--- src/rtl/irq_line_pkg.sv ---
package irq_line_pkg;

  // Trigger condition selected by control bits [1:0]
  typedef enum logic [1:0] {
    TRIG_LEVEL_LOW  = 2'd0,
    TRIG_EDGE_FALL  = 2'd1,
    TRIG_LEVEL_HIGH = 2'd2,
    TRIG_EDGE_RISE  = 2'd3
  } trig_mode_e;

  typedef struct packed {
    int unsigned ctrl;
    int unsigned pend;
    int unsigned en;
  } reg_map_t;

  // Address layout chosen by the LAYOUT parameter
  function automatic reg_map_t layout_map(input int unsigned layout);
    reg_map_t m;
    case (layout)
      1:       m = '{ctrl: 32'h00, pend: 32'h04, en: 32'h34};
      2:       m = '{ctrl: 32'h0C, pend: 32'h10, en: 32'h40};
      default: m = '{ctrl: 32'h00, pend: 32'h04, en: 32'h08};
    endcase
    return m;
  endfunction

endpackage

--- src/rtl/irq_sync.sv ---
module irq_sync #(
  parameter int   STAGES  = 2,
  parameter logic RST_VAL = 1'b1
) (
  input  logic clk,
  input  logic rst_n,
  input  logic d,
  output logic q
);

  for (genvar i = 0; i < STAGES; i++) begin : g_stage
    logic nxt;
    logic q_r;
    if (i == 0) begin : g_first
      assign nxt = d;
    end else begin : g_next
      assign nxt = g_stage[i-1].q_r;
    end
    always_ff @(posedge clk or negedge rst_n) begin
      if (!rst_n) q_r <= RST_VAL;
      else        q_r <= nxt;
    end
  end

  assign q = g_stage[STAGES-1].q_r;

endmodule

--- src/rtl/irq_trig_detect.sv ---
module irq_trig_detect
  import irq_line_pkg::*;
(
  input  logic       clk,
  input  logic       rst_n,
  input  logic       lvl,
  input  trig_mode_e mode,
  output logic       evt
);

  logic prev_q;

  // Previous synchronized sample, idle-high after reset
  always_ff @(posedge clk or negedge rst_n) begin
    if (!rst_n) prev_q <= 1'b1;
    else        prev_q <= lvl;
  end

  always_comb begin
    evt = 1'b0;
    unique case (mode)
      TRIG_LEVEL_LOW:  evt = ~lvl;
      TRIG_EDGE_FALL:  evt = prev_q & ~lvl;
      TRIG_LEVEL_HIGH: evt = lvl;
      TRIG_EDGE_RISE:  evt = ~prev_q & lvl;
      default:         evt = 1'b0;
    endcase
  end

endmodule

--- src/rtl/irq_regfile.sv ---
module irq_regfile
  import irq_line_pkg::*;
#(
  parameter int          ADDR_W   = 8,
  parameter int          DATA_W   = 32,
  parameter int unsigned CTRL_OFS = 0,
  parameter int unsigned PEND_OFS = 4,
  parameter int unsigned EN_OFS   = 8
) (
  input  logic              clk,
  input  logic              rst_n,
  input  logic              wr_en,
  input  logic              rd_en,
  input  logic [ADDR_W-1:0] addr,
  input  logic [DATA_W-1:0] wdata,
  output logic [DATA_W-1:0] rdata,
  input  logic              evt,
  output trig_mode_e        mode,
  output logic              en_q,
  output logic              pend_q,
  output logic              ack
);

  localparam logic [ADDR_W-1:0] A_CTRL = ADDR_W'(CTRL_OFS);
  localparam logic [ADDR_W-1:0] A_PEND = ADDR_W'(PEND_OFS);
  localparam logic [ADDR_W-1:0] A_EN   = ADDR_W'(EN_OFS);

  logic sel_ctrl, sel_pend, sel_en;
  logic unused_wdata;

  assign sel_ctrl     = (addr == A_CTRL);
  assign sel_pend     = (addr == A_PEND);
  assign sel_en       = (addr == A_EN);
  assign ack          = wr_en & sel_pend & wdata[0];
  assign unused_wdata = ^wdata[DATA_W-1:2];

  always_ff @(posedge clk or negedge rst_n) begin
    if (!rst_n) begin
      mode <= TRIG_LEVEL_LOW;
      en_q <= 1'b0;
    end else if (wr_en) begin
      if (sel_ctrl) mode <= trig_mode_e'(wdata[1:0]);
      if (sel_en)   en_q <= wdata[0];
    end
  end

  // New event wins over a same-cycle acknowledge
  always_ff @(posedge clk or negedge rst_n) begin
    if (!rst_n) pend_q <= 1'b0;
    else        pend_q <= evt | (pend_q & ~ack);
  end

  always_comb begin
    rdata = '0;
    if (rd_en) begin
      if (sel_ctrl)      rdata[1:0] = mode;
      else if (sel_pend) rdata[0]   = pend_q;
      else if (sel_en)   rdata[0]   = en_q;
    end
  end

endmodule

--- src/rtl/irq_line_ctrl.sv ---
module irq_line_ctrl
  import irq_line_pkg::*;
#(
  parameter int unsigned LAYOUT      = 0,
  parameter int          ADDR_W      = 8,
  parameter int          DATA_W      = 32,
  parameter int          SYNC_STAGES = 2
) (
  input  logic              clk,
  input  logic              rst_n,
  input  logic              bus_wr,
  input  logic              bus_rd,
  input  logic [ADDR_W-1:0] bus_addr,
  input  logic [DATA_W-1:0] bus_wdata,
  output logic [DATA_W-1:0] bus_rdata,
  input  logic              irq_in,
  output logic              irq_out
);

  localparam reg_map_t    MAP      = layout_map(LAYOUT);
  localparam int unsigned CTRL_OFS = MAP.ctrl;
  localparam int unsigned PEND_OFS = MAP.pend;
  localparam int unsigned EN_OFS   = MAP.en;

  logic       line_sync;
  logic       trig_evt;
  trig_mode_e mode;
  logic       en_q;
  logic       pend_q;
  logic       ack_hit;

  irq_sync #(.STAGES(SYNC_STAGES), .RST_VAL(1'b1)) u_sync (
    .clk   (clk),
    .rst_n (rst_n),
    .d     (irq_in),
    .q     (line_sync)
  );

  irq_trig_detect u_detect (
    .clk   (clk),
    .rst_n (rst_n),
    .lvl   (line_sync),
    .mode  (mode),
    .evt   (trig_evt)
  );

  irq_regfile #(
    .ADDR_W   (ADDR_W),
    .DATA_W   (DATA_W),
    .CTRL_OFS (CTRL_OFS),
    .PEND_OFS (PEND_OFS),
    .EN_OFS   (EN_OFS)
  ) u_regs (
    .clk    (clk),
    .rst_n  (rst_n),
    .wr_en  (bus_wr),
    .rd_en  (bus_rd),
    .addr   (bus_addr),
    .wdata  (bus_wdata),
    .rdata  (bus_rdata),
    .evt    (trig_evt),
    .mode   (mode),
    .en_q   (en_q),
    .pend_q (pend_q),
    .ack    (ack_hit)
  );

  always_ff @(posedge clk or negedge rst_n) begin
    if (!rst_n) irq_out <= 1'b0;
    else        irq_out <= pend_q & en_q;
  end

endmodule

--- config.mk ---
export PLATFORM = sky130hd
export DESIGN_NAME = irq_line_ctrl
export DESIGN_NICKNAME = d
export VERILOG_FILES = /design/src/rtl/irq_line_pkg.sv /design/src/rtl/irq_sync.sv /design/src/rtl/irq_trig_detect.sv /design/src/rtl/irq_regfile.sv /design/src/rtl/irq_line_ctrl.sv
export SDC_FILE = /design/constraint.sdc
export NUM_CORES = 1
export LEC_CHECK = 0
export ABC_AREA = 1
export BUFFER_PORTS_ARGS = -buffer_cell sky130_fd_sc_hd__buf_2
export CORE_MARGIN = 4
export CORE_UTILIZATION = 35
export DETAILED_ROUTE_END_ITERATION = 6
export GPL_TIMING_DRIVEN = 0
export PLACE_DENSITY = 0.84
export SYNTH_ARGS = -nofsm -noshare
export SYNTH_HDL_FRONTEND = slang
export SYNTH_SLANG_ARGS = --single-unit
--- constraint.sdc ---
create_clock -name clk -period 1.3 [get_ports clk]
set_input_delay 0 -clock clk [delete_from_list [all_inputs] [get_ports clk]]
set_output_delay 0 -clock clk [all_outputs]
set_load 0.1 [all_outputs]
==> impl_metrics.ini, run 1 <==
[status]
outcome = finished, final reports clean

[die]
fp.dieArea_um2 = 2670
start_util = 0.379
core_um2 = 1760
die_x_um = 51.7
rows = 15
ios = 78
dieHeight_um = 51.7

[clocking]
tritoncts = done
clk_transition_reported_paths_ns = 0.06
insertion_delay_ns = 0.25
cts.sinks = 8
root_buffer = clkbuf_4
clk_path_buf_depth = 2
htreeDepth = 1
cts_inserted_buffers = 3

[grt]
grt_first_pass_wirelength_mm = 1.97
grtUsageTotal = 0.0960
grt.overflow.total = 0
grt_pass1_vias = 518
grt_max_degree = 9
antenna_found_initial = 0

[placed_design]
dp.final_hpwl_mm = 1.12
place.gp.congestion = 0.744
port-buffer-count = 17

[routing]
via_per_inst = 3.43
drt_iter0_markers = 2
wl_mm = 1.22
drt_pass1_iterations = 4
drt-wirelength-per-cell_um = 7.28
drtAntennaViolNets = 0
drc = 0
vias = 573

[timing]
clock_skew_ns = 0.00985
fmax_ghz = 0.822
rsz0062_at_grt = false
final_max_slew_viol_count = 0
final.period_utilization = 0.936
setup-tns-final_ns = 0
setup_viol = 0
hold_viol = 0
fin_crit_ns = 1.22

[setup_path]
startpoint_type = flop
cpMaxStageDelayCell = buf_2
cp_data_required_time_ns = 1.30
worstPathMaxFanout = 4
cp_top_family = buffers and inverters
cp-end-kind = output port
crit_type = reg -> out
cp_cell_sequence = nand2_1, nor2_2, buf_2
max_stage_delay_ns = 0.42
crit_buf_inv = 1
arrival_ns = 1.22

[cells_and_area]
drive_gt1_frac = 0.444
area_growth_pct = 44.9
seq_area_um2 = 204
multi_input_area_um2 = 309
final_util = 0.549
diodes = 0
final.fill_count = 173
nets = 188

[synthesis]
synth_cell_type_count = 18
ys_ff_latch = 8
syn_inst = 88
syn_area_um2 = 668
syn_area_per_cell_um2 = 7.59
yosysWarningCount = 0
ys_seq_area_frac = 0.305

[job]
max_cap_violations = 0

[pwr]
ir_drop_v = 0.000488
clkPwrFrac = 0.195
swShare = 0.521
p_comb_frac = 0.534
p_per_area_nw_per_um2 = 1030
power_frac_seq = 0.271
internal_power_uw = 478
leakagePower_nw = 0.592
switchingPower_uw = 520

[hold_path]
hold_class = in -> reg
stage by stage:
| step | cell area (um2) | power [mW] | setup WS, ns | hold WS (ns) | std cells |
|---|---|---|---|---|---|
| global placement | 896 | 0.790 | 0.204 | -0.157 | 159 |
| CTS | 965 | 1.01 | 0.0599 | 0.0317 | 167 |
| finish | 968 | 0.998 | 0.0835 | 0.0439 | 167 |
| floorplan | 779 | 0.756 | 0.0719 | -0.296 | 117 |
| detailed placement | 896 | 0.793 | 0.185 | -0.154 | 159 |
| global route | 968 | 1.04 | 0.0163 | 0.0488 | 167 |
kinds of logic after synthesis:
| kind of cell | after synthesis | synth area share |
|---|---|---|
| buffers and inverters | 41 | 0.399 |
| and+or+nand+nor | 34 | 0.247 |
| DFF | 8 | 0.305 |
| AOI/OAI and AO/OA | 4 | 0.0431 |
| other | 1 | 0.00561 |
routing by layer:
metal	GRT usage	part of all wire	wire length (um)
met2	0.189	0.56	677
met5	0	0	0
met1	0.0904	0.32	387
met4	0.0524	0	0
met3	0.0201	0.12	150
worst paths after layout:
check	cells past startpoint	end	slack [ns]	start
max	3	bus_rdata[1]	0.08	u_regs.mode[1]
min	3	u_regs.en_q	0.04	bus_wr
max reg2reg	4	u_regs.pend_q	0.37	u_detect.prev_q
min reg2reg	0	u_sync.q	0.35	u_sync.g_stage[0].q_r
max in group asynchronous	2	u_sync.g_stage[0].q_r	0.94	rst_n
min in group asynchronous	2	u_regs.mode[1]	0.11	rst_n
state kept, by name, indices dropped and copies added (netlist names):
name / cells
u_regs.mode: 2
u_regs.pend_q: 1
u_regs.en_q: 1
irq_out: 1
u_sync.q: 1
u_sync.g_stage.q_r: 1
u_detect.prev_q: 1
final cells by class:
| type | instances | share of cell area |
|---|---|---|
| flip-flops and latches | 8 | 0.211 |
| inverters | 11 | 0.0426 |
| repair buffers | 21 | 0.136 |
| plain buffers | 30 | 0.233 |
| clock buffers | 4 | 0.0271 |
| multi-input cells | 68 | 0.319 |
| well taps | 25 | 0.0323 |
placed cells by master, fill, tap and decap left out:
cell | netlist | layout
inv_2 | 1 | 1
dlygate4sd3_1 | 0 | 4
o31ai_1 | 1 | 1
nand2_2 | 2 | 2
nor3_2 | 1 | 1
conb_1 | 1 | 30
buf_2 | 0 | 16
buf_4 | 30 | 30
clkbuf_1 | 0 | 1
clkbuf_4 | 0 | 3
nor2_4 | 1 | 1
nor2_1 | 6 | 5
dfrtp_1 | 5 | 5
o21ai_1 | 1 | 1
buf_6 | 0 | 1
nand3_2 | 1 | 1
o21ai_2 | 1 | 1
nand2_1 | 15 | 15
nor2_2 | 2 | 3
nand3_1 | 6 | 6
inv_1 | 10 | 10
a21boi_1 | 1 | 1
dfstp_2 | 3 | 3
repair_timing:
item	in CTS	in global routing
buffers inserted	0	0
gates resized for setup	1	1
setup endpoints to repair	1	1
hold buffers	4	0
hold endpoints to repair	11	0
power groups by stage:
stage               Combinational (mW)  Sequential [mW]  Clock, mW
global placement                 0.517            0.274          0
CTS                              0.528            0.270      0.207
floorplan                        0.472            0.284          0
detailed placement               0.519            0.274          0
finish                           0.533            0.270      0.195
global route                     0.554            0.271      0.214
tightest hold or removal path, delay by kind of cell:
kind	cells	cell delay, ns
simple gates	2	0.13
buf+inv	1	0.13
cell usage after synthesis:
master,n,area share
nand3_1,6,0.045
dfrtp_1,5,0.19
dfstp_2,3,0.12
o21ai_2,1,0.013
nand2_1,15,0.084
o31ai_1,1,0.011
inv_1,10,0.056
nor2_2,2,0.019
o21ai_1,1,0.0075
nor3_2,1,0.015
a21boi_1,1,0.011
nor2_4,1,0.017
nand2_2,2,0.019
nand3_2,1,0.015
conb_1,1,0.0056
nor2_1,6,0.034
inv_2,1,0.0056
buf_4,30,0.34
(Power assumes the default switching activity.)
==> run 2: changes to the inputs <==
--- a/config.mk
+++ b/config.mk
@@ -8,10 +8,10 @@
 export ABC_AREA = 1
 export BUFFER_PORTS_ARGS = -buffer_cell sky130_fd_sc_hd__buf_2
 export CORE_MARGIN = 4
-export CORE_UTILIZATION = 35
+export CORE_UTILIZATION = 33
 export DETAILED_ROUTE_END_ITERATION = 6
 export GPL_TIMING_DRIVEN = 0
-export PLACE_DENSITY = 0.84
+export PLACE_DENSITY = 0.8
 export SYNTH_ARGS = -nofsm -noshare
 export SYNTH_HDL_FRONTEND = slang
 export SYNTH_SLANG_ARGS = --single-unit
==> constraint.sdc (replaced) <==
create_clock -name clk -period 1.15 [get_ports clk]
set_input_delay 0 -clock clk [delete_from_list [all_inputs] [get_ports clk]]
set_output_delay 0 -clock clk [all_outputs]
set_load 0.1 [all_outputs]
==> run 2 against run 1 <==
The flow now finishes with violations (setup timing). Non-clock buffer count grew 1. Worst setup slack lost 0.087 ns. Largest cell class unchanged. Clock skew grew 0.0037 ns. Critical endpoint is now bus_rdata[0].
==> impl_metrics.ini, run 2 (synthesis results as in run 1) <==
[cells_and_area]
nets = 189
final_common_cell = buf_4
drive_gt1_frac = 0.483
diodes = 0
layout_common_cells = buf_4 (31), conb_1 (30), buf_2 (15)
largest_register_ffs = 2
fin_cells = 170
finalInstanceArea_um2 = 1020
area_growth_pct = 52.4
final_util = 0.524
top_register = u_regs.mode

[status]
failed_checks = setup timing
outcome = finished, violations left

[setup_path]
arrival_ns = 1.15
crit_buf_inv = 2
cpMaxStageDelayCell = dfrtp_1
cp_data_required_time_ns = 1.15
cp-end-kind = output port
cpMostUsedCell = nand3_2
startpoint_type = flop
cp_top_family = flip-flops
worstPathMaxFanout = 3
cp_cell_sequence = nand3_2, nand3_2, nand2_2, clkinvlp_4, buf_12
crit_type = reg -> out
max_stage_delay_ns = 0.41

[pwr]
ir_drop_v = 0.000785
p_per_area_nw_per_um2 = 1120
leakagePower_nw = 0.591
p_total_mw = 1.14

[clocking]
root_buffer = clkbuf_4
cts_inserted_buffers = 3
cts.sinks = 8
insertion_delay_ns = 0.25
tritoncts = done
clk_transition_reported_paths_ns = 0.06
htreeDepth = 1
clk_path_buf_depth = 2

[placed_design]
place.gp.congestion = 0.744
port-buffer-count = 17
dp_cells = 161
dp_slack_ns = -0.0278
dp.final_hpwl_mm = 1.09
place_area_um2 = 907

[routing]
drt_iter0_markers = 14
vias = 610
drt_pass1_iterations = 3
via_per_inst = 3.59
drc = 0
drt-wirelength-per-cell_um = 7.52
drtAntennaViolNets = 0
wl_mm = 1.28

[timing]
setup-tns-final_ns = -0.00314
fmax_ghz = 0.867
setup_viol = 1
hold_viol = 0
worst_slack_ns = -0.00314
final_max_slew_viol_count = 0
final.period_utilization = 1.00
fin_crit_ns = 1.15
fin_hold_ws_ns = 0.0372
clock_skew_ns = 0.0135
rsz0062_at_grt = true

[hold_path]
hold_class = in -> reg

[grt]
grt_max_degree = 9
grt_pass1_vias = 547
antenna_found_initial = 0
grtUsageTotal = 0.0953
grt.overflow.total = 0
grt_first_pass_wirelength_mm = 2.01

[die]
die_x_um = 53.0
fp.dieArea_um2 = 2810
rows = 16
dieHeight_um = 53.0
core_um2 = 1940
start_util = 0.344
ios = 78

[job]
max_cap_violations = 0
## run 2: changes by cell type in the layout (fill, tap and decap cells not counted), sizes merged
cell,before,now
clkinvlp,0,1
buf,47,48
inv,11,10
## run 2: area by class of cell
type                       instances  area (um2)
multi-input combinational         68         330
fill                             178         923
timing repair buffer              22         154
sequential                         8         204
buffer                            30         225
clock buffer                       4        26.3
inverter                          11        45.0
tap                               27        33.8
## run 2: where the power goes
| group | switching [mW] | leakage (nW) | internal [mW] | total [mW] |
|---|---|---|---|---|
| clock | 0.0908 | 0.0150 | 0.132 | 0.223 |
| combinational | 0.495 | 0.481 | 0.113 | 0.608 |
| sequential | 0.00778 | 0.0955 | 0.298 | 0.306 |
| total | 0.593 | 0.591 | 0.544 | 1.14 |
## run 2: final timing paths
kind / startpoint / endpoint / slack (ns) / depth (start not counted)
worst max-delay path: u_regs.pend_q / bus_rdata[0] / -0.003 / 5
worst min-delay path: bus_wr / u_regs.en_q / 0.04 / 3
worst max register to register: u_detect.prev_q / u_regs.pend_q / 0.19 / 4
worst min register to register: u_sync.g_stage[0].q_r / u_sync.q / 0.35 / 0
max in group asynchronous: rst_n / u_sync.q / 0.79 / 2
min in group asynchronous: rst_n / u_regs.mode[0] / 0.11 / 2
## run 2: what timing repair did
item / CTS / global route
endpoints found under the hold margin: 11 / 0
resized for setup: 8 / 2
endpoints found under the setup margin: 2 / 2
hold buffers: 4 / 0
setup buffers: 0 / 1
pin swaps: 3 / 1
## run 2: worst register-to-register path, cell delays in order (launching register included)
cell	delay, ns
dfstp_2	0.52
nor2_1	0.04
o31ai_1	0.20
inv_1	0.07
nand2_1	0.07
## run 2: routing by layer
| layer | vias to the layer above | wire, um | global-route usage |
|---|---|---|---|
| met5 | - | 0 | 0 |
| met3 | 2 | 145 | 0.0141 |
| li1 | 320 | - | - |
| met4 | 0 | 16 | 0.0511 |
| met1 | 259 | 388 | 0.0873 |
| met2 | 29 | 728 | 0.194 |
